## config.mk

```make
export PLATFORM = sky130hd
export DESIGN_NAME = spi_port
export DESIGN_NICKNAME = d
export VERILOG_FILES = /design/src/rtl/spi_pkg.sv /design/src/rtl/spi_sync.sv /design/src/rtl/spi_sck_gen.sv /design/src/rtl/spi_shift.sv /design/src/rtl/spi_port.sv
export SDC_FILE = /design/constraint.sdc
export NUM_CORES = 1
export LEC_CHECK = 0
export BUFFER_PORTS_ARGS = -buffer_cell sky130_fd_sc_hd__buf_4
export CAP_MARGIN = 20
export CORE_MARGIN = 2
export CORE_UTILIZATION = 40
export CTS_BUF_LIST = sky130_fd_sc_hd__clkbuf_4 sky130_fd_sc_hd__clkbuf_8 sky130_fd_sc_hd__clkbuf_16
export CTS_CLUSTER_SIZE = 40
export DETAILED_ROUTE_END_ITERATION = 16
export SYNTH_ARGS = -nofsm -noshare
export SYNTH_HDL_FRONTEND = slang
export SYNTH_SLANG_ARGS = --single-unit
```

## constraint.sdc

```tcl
create_clock -name clk -period 2 [get_ports clk]
set_input_delay 0.2 -clock clk [delete_from_list [all_inputs] [get_ports clk]]
set_output_delay 0.2 -clock clk [all_outputs]
set_load 0.1 [all_outputs]
```

## src/rtl/spi_pkg.sv

```systemverilog
package spi_pkg;
   localparam int CTRL_W = 8;
   // control register bit positions
   localparam int B_IE  = 7;
   localparam int B_EN  = 6;
   localparam int B_ORD = 5;
   localparam int B_MS  = 4;
   localparam int B_POL = 3;
   localparam int B_PHA = 2;

   // terminal count of the half-period counter for a 3-bit rate code
   function automatic logic [5:0] half_term(input logic [2:0] code);
      logic [7:0] ratio;
      case (code[1:0])
         2'd0:    ratio = 8'd4;
         2'd1:    ratio = 8'd16;
         2'd2:    ratio = 8'd64;
         default: ratio = 8'd128;
      endcase
      ratio = ratio >> code[2];
      return 6'((ratio >> 1) - 8'd1);
   endfunction
endpackage

```

## src/rtl/spi_sync.sv

```systemverilog
module spi_sync #(
   parameter int W      = 1,
   parameter int STAGES = 2
) (
   input  logic         clk,
   input  logic         rst_n,
   input  logic [W-1:0] d,
   input  logic [W-1:0] init,
   output logic [W-1:0] q
);
   initial assert (STAGES >= 1 && STAGES <= 4) else $error("spi_sync: STAGES out of range");

   if (STAGES == 1) begin : g_single
      logic [W-1:0] r_q;
      always_ff @(posedge clk or negedge rst_n)
         if (!rst_n) r_q <= init;
         else        r_q <= d;
      assign q = r_q;
   end else begin : g_chain
      logic [STAGES-1:0][W-1:0] stg;
      always_ff @(posedge clk or negedge rst_n)
         if (!rst_n) stg <= {STAGES{init}};
         else begin
            stg[0] <= d;
            for (int i = 1; i < STAGES; i++) stg[i] <= stg[i-1];
         end
      assign q = stg[STAGES-1];
   end
endmodule

```

## src/rtl/spi_sck_gen.sv

```systemverilog
module spi_sck_gen #(
   parameter int DW     = 8,
   parameter int HALF_W = 6
) (
   input  logic       clk,
   input  logic       rst_n,
   input  logic       start,
   input  logic       abort,
   input  logic       cpol,
   input  logic [2:0] rate,
   output logic       sck,
   output logic       busy,
   output logic       lead,
   output logic       trail,
   output logic       last
);
   localparam int EDGES = 2 * DW;
   localparam int EW    = $clog2(EDGES);

   initial assert (HALF_W >= 6) else $error("spi_sck_gen: HALF_W too small for slowest rate");

   logic [HALF_W-1:0] cnt_q, term_q;
   logic [EW-1:0]     ecnt_q;
   logic              sck_q, cpol_q, busy_q, tick;

   assign tick  = busy_q && (cnt_q == term_q);
   assign lead  = tick && !ecnt_q[0];
   assign trail = tick &&  ecnt_q[0];
   assign last  = tick && (ecnt_q == EW'(EDGES - 1));
   assign busy  = busy_q;
   assign sck   = busy_q ? sck_q : cpol;

   always_ff @(posedge clk or negedge rst_n)
      if (!rst_n) begin
         busy_q <= 1'b0;
         cnt_q  <= '0;
         term_q <= '0;
         ecnt_q <= '0;
         sck_q  <= 1'b0;
         cpol_q <= 1'b0;
      end else if (abort) begin
         busy_q <= 1'b0;
      end else if (start) begin
         busy_q <= 1'b1;
         cnt_q  <= '0;
         ecnt_q <= '0;
         term_q <= HALF_W'(spi_pkg::half_term(rate));
         sck_q  <= cpol;
         cpol_q <= cpol;
      end else if (busy_q) begin
         if (tick) begin
            cnt_q  <= '0;
            sck_q  <= ~sck_q;
            ecnt_q <= ecnt_q + 1'b1;
            if (last) busy_q <= 1'b0;
         end else begin
            cnt_q <= cnt_q + 1'b1;
         end
      end

   AST_SCK_BACK_IDLE: assert property (@(posedge clk) disable iff (!rst_n)
      (last && !abort) |=> (sck_q == cpol_q));
   AST_TICK_SPACING: assert property (@(posedge clk) disable iff (!rst_n)
      (tick && term_q != '0 && !last) |=> !tick);
endmodule

```

## src/rtl/spi_shift.sv

```systemverilog
module spi_shift #(
   parameter int DW = 8
) (
   input  logic          clk,
   input  logic          rst_n,
   input  logic          load,
   input  logic [DW-1:0] load_data,
   input  logic          dord,
   input  logic          sample,
   input  logic          din,
   input  logic          setup,
   input  logic          follow,
   input  logic          clr,
   input  logic          capture,
   output logic          dout,
   output logic [DW-1:0] rx_buf,
   output logic          byte_done
);
   localparam int CW = $clog2(DW);

   initial assert (DW >= 2) else $error("spi_shift: DW must be at least 2");

   logic [DW-1:0] sr, shifted;
   logic [CW-1:0] cnt;
   logic          out_bit, mo_r;

   assign out_bit   = dord ? sr[0] : sr[DW-1];
   assign shifted   = dord ? {din, sr[DW-1:1]} : {sr[DW-2:0], din};
   assign byte_done = sample && (cnt == CW'(DW - 1));
   assign dout      = mo_r;

   always_ff @(posedge clk or negedge rst_n)
      if (!rst_n) begin
         sr     <= '0;
         cnt    <= '0;
         mo_r   <= 1'b0;
         rx_buf <= '0;
      end else begin
         if (load)        sr <= load_data;
         else if (sample) sr <= shifted;

         if (clr)         cnt <= '0;
         else if (sample) cnt <= byte_done ? '0 : cnt + 1'b1;

         if (load)                 mo_r <= dord ? load_data[0] : load_data[DW-1];
         else if (setup || follow) mo_r <= out_bit;

         if (capture) rx_buf <= sample ? shifted : sr;
      end
endmodule

```

## src/rtl/spi_port.sv

```systemverilog
module spi_port
   import spi_pkg::*;
#(
   parameter int DW          = 8,
   parameter int SYNC_STAGES = 2,
   parameter int HALF_W      = 6
) (
   input  logic          clk,
   input  logic          rst_n,
   input  logic          ctrl_we,
   input  logic [7:0]    ctrl_wdata,
   output logic [7:0]    ctrl_q,
   input  logic          dbl_speed,
   input  logic          data_we,
   input  logic [DW-1:0] data_wdata,
   output logic [DW-1:0] rx_data,
   input  logic          flag_clr,
   input  logic          gie,
   output logic          done_flag,
   output logic          irq,
   input  logic          sck_in,
   output logic          sck_out,
   output logic          sck_oe,
   input  logic          mosi_in,
   output logic          mosi_out,
   output logic          mosi_oe,
   input  logic          miso_in,
   output logic          miso_out,
   output logic          miso_oe,
   input  logic          ss_n_in,
   input  logic          ss_is_input
);
   logic [CTRL_W-1:0] ctrl_r;
   logic              flag_r;
   logic [2:0]        raw_in, sync_out;
   logic              s_sck, s_mosi, s_ss_n, sck_d;
   logic              en, mst, cpol, cpha, dord;
   logic              rise, fall, lead_s, trail_s, slave_act;
   logic              s_sample, s_setup, s_load, s_done;
   logic              fault, m_start, m_abort, m_busy;
   logic              m_lead, m_trail, m_last, m_sck;
   logic              sh_sample, sh_setup, sh_din, sh_clr, sh_capture, sh_dout;
   logic              set_flag;

   assign en   = ctrl_r[B_EN];
   assign mst  = ctrl_r[B_MS];
   assign cpol = ctrl_r[B_POL];
   assign cpha = ctrl_r[B_PHA];
   assign dord = ctrl_r[B_ORD];

   // pin synchronization for the slave side and the select pin
   assign raw_in = {sck_in, mosi_in, ss_n_in};
   spi_sync #(.W(3), .STAGES(SYNC_STAGES)) u_sync (
      .clk  (clk),
      .rst_n(rst_n),
      .d    (raw_in),
      .init (3'b001),
      .q    (sync_out)
   );
   assign {s_sck, s_mosi, s_ss_n} = sync_out;

   always_ff @(posedge clk or negedge rst_n)
      if (!rst_n) sck_d <= 1'b0;
      else        sck_d <= s_sck;

   assign rise      = s_sck && !sck_d;
   assign fall      = !s_sck && sck_d;
   assign lead_s    = cpol ? fall : rise;
   assign trail_s   = cpol ? rise : fall;
   assign slave_act = en && !mst && !s_ss_n;
   assign s_sample  = slave_act && (cpha ? trail_s : lead_s);
   assign s_setup   = slave_act && (cpha ? lead_s : trail_s);
   assign s_load    = data_we && en && !mst && s_ss_n;

   // master control
   assign fault   = en && mst && ss_is_input && !s_ss_n;
   assign m_start = data_we && en && mst && !m_busy && !fault;
   assign m_abort = m_busy && (fault || !en || !mst);

   spi_sck_gen #(.DW(DW), .HALF_W(HALF_W)) u_sck (
      .clk  (clk),
      .rst_n(rst_n),
      .start(m_start),
      .abort(m_abort),
      .cpol (cpol),
      .rate ({dbl_speed, ctrl_r[1:0]}),
      .sck  (m_sck),
      .busy (m_busy),
      .lead (m_lead),
      .trail(m_trail),
      .last (m_last)
   );

   assign sh_sample  = mst ? (cpha ? m_trail : m_lead) : s_sample;
   assign sh_setup   = mst ? (cpha ? m_lead : m_trail) : s_setup;
   assign sh_din     = mst ? miso_in : s_mosi;
   assign sh_clr     = mst ? m_start : (s_ss_n || !en);
   assign sh_capture = mst ? (m_last && !m_abort) : s_done;

   spi_shift #(.DW(DW)) u_shift (
      .clk      (clk),
      .rst_n    (rst_n),
      .load     (m_start || s_load),
      .load_data(data_wdata),
      .dord     (dord),
      .sample   (sh_sample),
      .din      (sh_din),
      .setup    (sh_setup),
      .follow   (!mst && s_ss_n),
      .clr      (sh_clr),
      .capture  (sh_capture),
      .dout     (sh_dout),
      .rx_buf   (rx_data),
      .byte_done(s_done)
   );

   // control register and completion flag
   assign set_flag = sh_capture || fault;

   always_ff @(posedge clk or negedge rst_n)
      if (!rst_n) begin
         ctrl_r <= '0;
         flag_r <= 1'b0;
      end else begin
         if (ctrl_we) ctrl_r <= ctrl_wdata;
         if (fault)   ctrl_r[B_MS] <= 1'b0;
         if (set_flag)      flag_r <= 1'b1;
         else if (flag_clr) flag_r <= 1'b0;
      end

   assign ctrl_q    = ctrl_r;
   assign done_flag = flag_r;
   assign irq       = ctrl_r[B_IE] && flag_r && gie;
   assign sck_out   = m_sck;
   assign sck_oe    = en && mst;
   assign mosi_out  = sh_dout;
   assign mosi_oe   = en && mst;
   assign miso_out  = sh_dout;
   assign miso_oe   = slave_act;

   AST_FAULT_CLEARS: assert property (@(posedge clk) disable iff (!rst_n)
      fault |=> (!ctrl_q[B_MS] && done_flag));
   AST_DISABLED_IDLE: assert property (@(posedge clk) disable iff (!rst_n)
      !ctrl_r[B_EN] |=> !m_busy);
   AST_CLR_DROPS_IRQ: assert property (@(posedge clk) disable iff (!rst_n)
      (flag_clr && !set_flag) |=> !irq);
   AST_SLAVE_HOLDS: assert property (@(posedge clk) disable iff (!rst_n)
      (!ctrl_r[B_MS] && s_ss_n) |=> $stable(rx_data));
endmodule

```

; ---- Word-level counts from Yosys, hierarchy flattened
; Cells that the tools add are included.
; Widths: inputs -> output; s select.
[word_totals]
ff_bits = 54
inputBits = 28
out_inout_bits = 24
elab_cells = 120
[classes]
addsub = 4
eq_ne = 5
shift = 1
muxes = 43
bitwise = 2
reduce_logical = 50
[op_table]
columns = cell, n
row1 = $mux 8, 5
row2 = $mux 1, 27
row3 = $logic_and 1x1->1, 25
row4 = $pmux 8 s3, 1
row5 = $mux 6, 3
row6 = $mux 4, 3
row7 = $reduce_bool 2->1, 6
row8 = $logic_not 1->1, 9
row9 = $mux 3, 3
row10 = $shr 8x1->7, 1
row11 = $add 6x1->6 const B, 1
row12 = $eq 6x6->1, 1
row13 = $logic_or 1x1->1, 6
row14 = $sub 6x1->6 const B, 1
row15 = $mux 5, 1
row16 = $add 4x1->4 const B, 1
row17 = $eq 4x4->1 const B, 1
row18 = $reduce_and 2->1, 2
row19 = $add 3x1->3 const B, 1
row20 = $eq 3x3->1 const B, 1
row21 = $reduce_and 3->1, 1
row22 = $eq 2x1->1 const B, 1
row23 = $eq 2x2->1 const B, 1
row24 = $logic_not 2->1, 1
row25 = $not 1->1, 2

; ---- Longest topological paths before layout
; Gate-level depths: netlist of run 1.
[depth]
ltp_word = 11
depth_mapped = 7
mapped_depth_nobuf = 6

; ---- Worst setup path after synthesis of run 1
; Ideal clock, no wire load.
[synth_timing]
path_kind = register to register
start = register ctrl_r[6], in the netlist ctrl_q[6]
end = register u_shift.sr[6]
setup_time_ns = 0.128
t_arrival_ns = 2.670
required_time_ns = 1.872
setup_slack_ns = -0.798
path_stages_with_launch = 7
path_buffers = 1
period_less_slack_ns = 2.798
cell_sequence = dfrtp_1 -> nand3_1 -> inv_1 -> nand2b_4 -> buf_6 -> a221oi_2 -> o21ai_1
[synth_between]
word_cells_on_any_way = 17
classes_between = mux (3) / reduce/logical (14)
[synth_rtl]
columns = element, line
row1 = start: declaration, spi_port.sv:33  ; logic [CTRL_W-1:0] ctrl_r;
row2 = start signal: assignment, spi_port.sv:125  ; if (ctrl_we) ctrl_r <= ctrl_wdata;
row3 = $logic_and 1x1->1 (2 in a row), spi_port.sv:70  ; assign slave_act = en && !mst && !s_ss_n;
row4 = named net miso_oe, spi_port.sv:29  ; output logic miso_oe,
row5 = $logic_and 1x1->1, spi_port.sv:71  ; assign s_sample = slave_act && (cpha ? trail_s : lead_s);
row6 = $mux 1, spi_port.sv:94  ; assign sh_sample = mst ? (cpha ? m_trail : m_lead) : s_sample;
row7 = $mux 8, n/a
row8 = $mux 8, spi_shift.sv:39  ; if (load) sr <= load_data;
row9 = end signal: assignment, spi_shift.sv:39
row10 = end signal: assignment, spi_shift.sv:40  ; else if (sample) sr <= shifted;
row11 = end: declaration, spi_shift.sv:23  ; logic [DW-1:0] sr, shifted;
; The timed path passes the listed nets, and every way through them passes these cells.
; A chain may end at the register's enable or synchronous reset.

; ---- Worst setup path after layout of run 1
[layout_timing]
start = register ctrl_r[2], in the netlist ctrl_q[2]
end = register flag_r, in the netlist done_flag
[layout_between]
elab_chain_cells = 7
word_cells_on_any_way = 9
classes_between = mux (5) / reduce/logical (4)
[layout_rtl]
columns = element, line
row1 = $mux 1, spi_port.sv:71
row2 = $logic_and 1x1->1, spi_port.sv:71
row3 = $mux 1 (*), spi_port.sv:94
row4 = $logic_and 1x1->1 (*), spi_shift.sv:29  ; assign byte_done = sample && (cnt == CW'(DW - 1));
row5 = $mux 1 (*), spi_port.sv:98  ; assign sh_capture = mst ? (m_last && !m_abort) : s_done;
row6 = $logic_or 1x1->1 (*), spi_port.sv:118  ; assign set_flag = sh_capture || fault;
row7 = $mux 1 / $reduce_bool 2->1 (equally long branches), n/a
row8 = end signal: assignment, spi_port.sv:123  ; flag_r <= 1'b0;
row9 = end signal: assignment, spi_port.sv:127  ; if (set_flag) flag_r <= 1'b1;
row10 = end signal: assignment, spi_port.sv:128  ; else if (flag_clr) flag_r <= 1'b0;
row11 = end: declaration, spi_port.sv:34  ; logic flag_r;
; Mark *: on every way between the ends. The rest lies on a longest branch, timed or not.

==> impl_metrics.ini, run 1 <==
[status]
run_status = finished clean

[sta]
setup_repair_after_global_routing_missed_its_margin = yes
fmax_mhz = 532
final_setup_tns_ps = 0
final_min_period_over_clock_period = 0.940
final.min_clock_period_ps = 1880
hold_violations_final = 0
worst_slew_margin = 0.541
skew_ps = 12.7
report.final.slew_viol_count = 0
finalSetupViolCount = 0
holdWs_ps = 55.6
worst-slew-pin-transition_ps = 688

[setup_path]
critical_path.startpoint_type = flop
worst-setup-path-type = flop to flop
r2r_setup_slack_ps = 120
worst-path-max-fanout = 7
delay_of_the_slowest_cell_on_the_worst_path_ps = 460
worstPathRequired_ps = 2180
worst_path_max_delay_cell = sky130_fd_sc_hd__dfrtp_2
critical_path_capture_point_type = flop
worst_ep_arrival_time_ps = 2050
worstPathCellList = xnor2_2 > mux2i_4 > nor3_2 > nor2_2 > o221ai_1

[synthesis]
postSynthRegisterBits = 54
post-synth-top-area-fraction = 0.448
number_of_synthesized_flops_with_an_enable_pin = 0
yosys-top-cells-area = sky130_fd_sc_hd__dfrtp_1, sky130_fd_sc_hd__mux2_2, sky130_fd_sc_hd__nand2_1
postSynthNetCount = 310
synth_cell_type_count = 56
synth-async-reset-ratio = 1.00
yosysSeqAreaShare = 0.466
yosys.area.top_type = sky130_fd_sc_hd__dfrtp_1
synth.avg_cell_area_um2 = 10.5
netlist_area_um2 = 2910
postSynth.topFlopCell = sky130_fd_sc_hd__dfrtp_1
synthesis.yosys.warnings = 0
postSynthCellCount = 278

[routing]
first_pass_iters = 4
antenna_violating_nets_post_route = 0
routed_wirelength_mm = 6.92
top_layer_used = met4
detail_route.vias_per_cell = 5.28
met3_length_um = 292
routedWlPerCell_um = 16.0
routed-via-count = 2285
route.layer.met1.wl_mm = 3.40
met2RoutedLength_mm = 3.15
drc_errors = 0
detailedRoute.firstIterationViolations = 99

[grt]
grt_start_max_net_pins = 55
number_of_global_route_vias_before_repair = 2221
grt_remaining_overflow = 0
antenna_found_initial = 0
grt_util_all_layers = 0.190
grt_pass1_wl_mm = 11.5

[place]
io_buffers = 51
hpwlAfterDp_mm = 5.04
gpl.final_weighted_congestion = 0.830

[power]
power-per-cell-area_nw_per_um2 = 1020
leakagePower_uw = 0.00155
irDropWorstVdd_mv = 0.371

[final_layout]
ratio_of_cells_with_drive_above_1_in_the_final_layout = 0.335
area.growth.synth_to_final_pct = 23.9
postLayoutCoreUtil = 0.505
insertedDiodeCount = 0
filler_cell_count = 688
final_net_count = 365
most_frequent_cells_in_the_layout = sky130_fd_sc_hd__buf_4, sky130_fd_sc_hd__dfrtp_1, sky130_fd_sc_hd__nand2_1
mostFrequentLayoutCell = sky130_fd_sc_hd__buf_4

[job]
max-cap-violations = 0

[floorplan]
fp.dieH_um = 89.3
fp.dieArea_um2 = 7970
row_count = 31
initial_utilization = 0.407
floorplan.core_area_um2 = 7140
ios = 52
die-width_um = 89.3

[clock_network]
cts_htree_levels = 2
cts_root_buffer = sky130_fd_sc_hd__clkbuf_8
numClockSinks = 54
cts_made_buffers = 5
clkSlewWorstSetupHoldPaths_ps = 100
clock_latency_ps = 310
cts_tree = yes
postCtsSetupRepairBufs = 0
cts_max_path_buffers = 2

[hold_path]
worst_hold_path_type = input port to flop
-- synthesized netlist by cell type, types with 3 or more instances --
cell type,count
sky130_fd_sc_hd__nor2b_1,10
sky130_fd_sc_hd__mux2i_1,3
sky130_fd_sc_hd__o31ai_1,7
sky130_fd_sc_hd__dfrtp_1,52
sky130_fd_sc_hd__mux2_2,9
sky130_fd_sc_hd__a31oi_1,3
sky130_fd_sc_hd__buf_4,5
sky130_fd_sc_hd__nand3_1,10
sky130_fd_sc_hd__ha_1,4
sky130_fd_sc_hd__and3_1,5
sky130_fd_sc_hd__nand2_1,24
sky130_fd_sc_hd__inv_1,10
sky130_fd_sc_hd__nand4_1,5
sky130_fd_sc_hd__buf_6,4
sky130_fd_sc_hd__nor3_1,3
sky130_fd_sc_hd__clkbuf_1,6
sky130_fd_sc_hd__o211ai_1,3
sky130_fd_sc_hd__a221oi_2,5
sky130_fd_sc_hd__buf_2,3
sky130_fd_sc_hd__xnor2_1,9
sky130_fd_sc_hd__o2bb2ai_1,6
sky130_fd_sc_hd__o21ai_1,7
sky130_fd_sc_hd__nor2_1,17
sky130_fd_sc_hd__o21ai_0,10
sky130_fd_sc_hd__o32ai_1,6
sky130_fd_sc_hd__a21oi_1,13
-- timing repair --
| item | in CTS | in global routing |
|---|---|---|
| endpoints found under the setup margin | 0 | 1 |
| gates resized for setup | 0 | 0 |
| hold buffers | 4 | 0 |
| endpoints found under the hold margin | 55 | 0 |
-- power breakdown --
group	internal [µW]	switching (µW)
clock network	534	361
logic	428	825
registers	1300	241
total	2260	1430
-- registers in the layout (all words and copies together) (netlist names) --
signal / cells
u_shift.cnt: 3
u_sck.busy: 1
done_flag: 1
u_sync.g_chain.stg: 3
u_sync.q: 3
u_sck.term_q: 6
u_sck.ecnt_q: 4
u_shift.dout: 1
u_sck.sck_q: 1
ctrl_q: 8
u_sck.cnt_q: 6
u_shift.sr: 8
sck_d: 1
u_shift.rx_buf: 8
-- area by class of cell --
class | instances | area [µm²] | share of cell area
multi-input cells | 194 | 1400 | 0.389
flip-flops and latches | 54 | 1360 | 0.378
repair buffers | 67 | 513 | 0.142
well taps | 99 | 124 | 0.0344
clock buffers | 6 | 82.6 | 0.0229
clock inverters | 2 | 60.1 | 0.0167
inverters | 11 | 57.6 | 0.0160
-- worst max-delay path: cells and delay by family (launching register included) --
| kind | cells | cell delay, ps |
|---|---|---|
| AO/OA/AOI/OAI | 1 | 190 |
| XOR/XNOR | 1 | 250 |
| flip-flops | 1 | 460 |
| multiplexers | 1 | 370 |
| AND/OR/NAND/NOR | 2 | 480 |
-- per-stage QoR --
stage	setup slack [ps]	area, µm²	power, µW	std cells
final	120	3600	3690	433
after CTS	112	3600	3720	433
after global routing	-4.87	3600	3900	433
after global placement	139	3420	2800	421
after floorplan	13.2	2950	2500	278
after detailed placement	125	3420	2810	421
-- final timing paths --
kind	from	to	cells after the start
setup reg to reg	ctrl_q[2]	done_flag	5
hold reg to reg	u_sync.g_chain.stg[2]	u_sync.q[2]	0
min in group asynchronous	rst_n	u_sck.term_q[2]	2
hold / removal	dbl_speed	u_sck.term_q[0]	2
setup / recovery	ctrl_q[2]	done_flag	5
max in group asynchronous	rst_n	ctrl_q[4]	2
-- metal layers --
layer | global-route usage | vias to the layer above
met2 | 0.274 | 52
li1 | - | 1124
met3 | 0.0369 | 5
met5 | 0 | -
met4 | 0.0502 | 0
met1 | 0.292 | 1104
-- logic make-up after synthesis --
group / after synthesis / synth area share
flops: 54 / 0.466
compound gates: 76 / 0.201
simple gates: 88 / 0.159
xor+xnor: 12 / 0.0387
buf+inv: 30 / 0.0577
fa+ha+maj: 4 / 0.0172
mux: 14 / 0.0607
(Power assumes the default switching activity.)
==> run 2: changes to the inputs <==
--- a/config.mk
+++ b/config.mk
@@ -12,6 +12,7 @@
 export CTS_BUF_LIST = sky130_fd_sc_hd__clkbuf_4 sky130_fd_sc_hd__clkbuf_8 sky130_fd_sc_hd__clkbuf_16
 export CTS_CLUSTER_SIZE = 40
 export DETAILED_ROUTE_END_ITERATION = 16
+export SETUP_SLACK_MARGIN = 0.4
 export SYNTH_ARGS = -nofsm -noshare
 export SYNTH_HDL_FRONTEND = slang
 export SYNTH_SLANG_ARGS = --single-unit
==> constraint.sdc (replaced) <==
create_clock -name clk -period 2.38 [get_ports clk]
set_input_delay 0.238 -clock clk [delete_from_list [all_inputs] [get_ports clk]]
set_output_delay 0.238 -clock clk [all_outputs]
set_load 0.1 [all_outputs]
==> run 2 against run 1 <==
Effect of this change: utilization is 1.2 points lower; cell area is 2.4% lower; clock skew is 1.6 ps higher; sequential share of layout area is 1.0 points higher; combinational power is 17% lower; count of clock-buffer cells in the layout is 1 lower; global-route usage is 0.65 points lower; sequential power is 16% lower; cell count is 1.6% lower; critical path type unchanged; routed wire length is 2.3% lower.
==> impl_metrics.ini, run 2 (synthesis results as in run 1) <==
[setup_path]
worstPathCellList = xnor2_1 > nand4_1 > a2111oi_4 > buf_4 > nor2_4 > o2bb2ai_1
critical_path_capture_point_type = flop
r2r_setup_slack_ps = 490
worst_r2r_path_depth = 6
critical_path.startpoint_type = flop
delay_of_the_slowest_cell_on_the_worst_path_ps = 440
worst_ep_arrival_time_ps = 2080
startpoint = u_sck.cnt_q[4]
critical_path.reg2reg.startpoint = u_sck.cnt_q[4]
worst_path_max_delay_cell = sky130_fd_sc_hd__dfrtp_1
cp_top_family = compound AO/OA/AOI/OAI gates
worstPathBufferInverterCount = 1
worst-path-max-fanout = 7
worstPathRequired_ps = 2570
regToRegEndpoint = u_shift.rx_buf[2]
worst-setup-path-type = flop to flop

[floorplan]
row_count = 31
initial_utilization = 0.407
ios = 52
fp.dieArea_um2 = 7970
floorplan.core_area_um2 = 7140
fp.dieH_um = 89.3
die-width_um = 89.3

[final_layout]
area.growth.synth_to_final_pct = 20.9
post_layout_nonfiller_instances = 426
mostFrequentLayoutCell = sky130_fd_sc_hd__buf_4
most_frequent_cells_in_the_layout = sky130_fd_sc_hd__buf_4, sky130_fd_sc_hd__dfrtp_1, sky130_fd_sc_hd__nand2_1
ratio_of_cells_with_drive_above_1_in_the_final_layout = 0.339
insertedDiodeCount = 0
final_net_count = 358

[sta]
setup_repair_after_global_routing_missed_its_margin = no
fmax_mhz = 529
report.final.slew_viol_count = 0
worst-slew-pin-transition_ps = 685
final_setup_tns_ps = 0
skew_ps = 14.3
layout_setup_ws_ps = 491
finalSetupViolCount = 0
final.min_clock_period_ps = 1890
hold_violations_final = 0
worst_slew_margin = 0.543
final_min_period_over_clock_period = 0.794

[clock_network]
numClockSinks = 54
clkSlewWorstSetupHoldPaths_ps = 110
cts_tree = yes
cts_made_buffers = 5
cts_htree_levels = 2
cts_max_path_buffers = 2
cts_root_buffer = sky130_fd_sc_hd__clkbuf_8
clock_latency_ps = 320

[grt]
grt_util_all_layers = 0.184
number_of_global_route_vias_before_repair = 2168
grt_remaining_overflow = 0
grt_pass1_wl_mm = 11.2
grt_start_max_net_pins = 55
antenna_found_initial = 0

[place]
hpwlAfterDp_mm = 4.92
io_buffers = 51
preCtsSetupSlack_ps = 367
dp_cells = 415
gpl.final_weighted_congestion = 0.770

[power]
irDropWorstVdd_mv = 0.349
power_uw = 2890
leakagePower_uw = 0.00151
power-per-cell-area_nw_per_um2 = 821

[routing]
detail_route.vias_per_cell = 5.40
first_pass_iters = 4
antenna_violating_nets_post_route = 0
routed_wirelength_mm = 6.76
detailedRoute.firstIterationViolations = 161
routed-via-count = 2299
drc_errors = 0
routedWlPerCell_um = 15.9

[hold_path]
min-delay-start = mosi_in
hold-path-endpoint = u_sync.g_chain.stg[1]
min_delay_path_depth = 1
worst_hold_path_type = input port to flop

[status]
run_status = finished clean

[job]
max-cap-violations = 0
run 2: cell types whose count changed in the layout (fill, tap and decap cells not counted), sizes merged:
cell	change
buf	-4
clkinv	+1
inv	+1
clkinvlp	+1
dlygate4sd3	-3
bufinv	-2
clkbuf	-1
run 2: layer usage:
metal  part of all wire  GRT usage  vias to the layer above
met5                  0          0                        -
met4             0.0058     0.0448                        0
met3              0.045     0.0314                        4
met2               0.47      0.273                       60
met1               0.48      0.279                     1125
li1                   -          -                     1110
run 2: how the worst max path moves through the flow:
stage | to | slack [ps] | depth (start not counted)
after global placement | done_flag | 430 | 5
after CTS | u_shift.rx_buf[6] | 400 | 6
after global routing | u_shift.rx_buf[2] | 410 | 6
final | u_shift.rx_buf[2] | 490 | 6
after floorplan | u_shift.sr[0] | 390 | 7
after detailed placement | done_flag | 370 | 5
run 2: final cells by class:
cell class | instances | area, µm²
sequential | 54 | 1370
multi-input combinational | 194 | 1420
inverter | 11 | 57.6
clock inverter | 3 | 25.0
fill | 723 | 3620
clock buffer | 5 | 68.8
tap | 99 | 124
timing repair buffer | 60 | 453
run 2: power by group:
| group | switching, µW | total, µW | internal, µW |
|---|---|---|---|
| sequential | 210 | 1300 | 1090 |
| combinational | 688 | 1040 | 357 |
| clock | 326 | 540 | 213 |
| total | 1220 | 2890 | 1660 |
run 2: stage by stage:
| step | cell area (µm²) | hold slack (ps) | utilization |
|---|---|---|---|
| finish | 3510 | 26.4 | 0.492 |
| global route | 3510 | 6.77 | 0.492 |
| CTS | 3490 | 18.5 | 0.489 |
| detailed placement | 3370 | 331 | 0.473 |
| global placement | 3370 | 333 | 0.473 |
| floorplan | 2950 | -57.6 | - |
run 2: repair_timing:
action                     in CTS  in global routing
setup endpoints to repair       2                  7
pin swaps                       0                  3
hold buffers                    1                  0
hold endpoints to repair       52                  0
setup buffers                   0                  2
resized for setup               2                  3
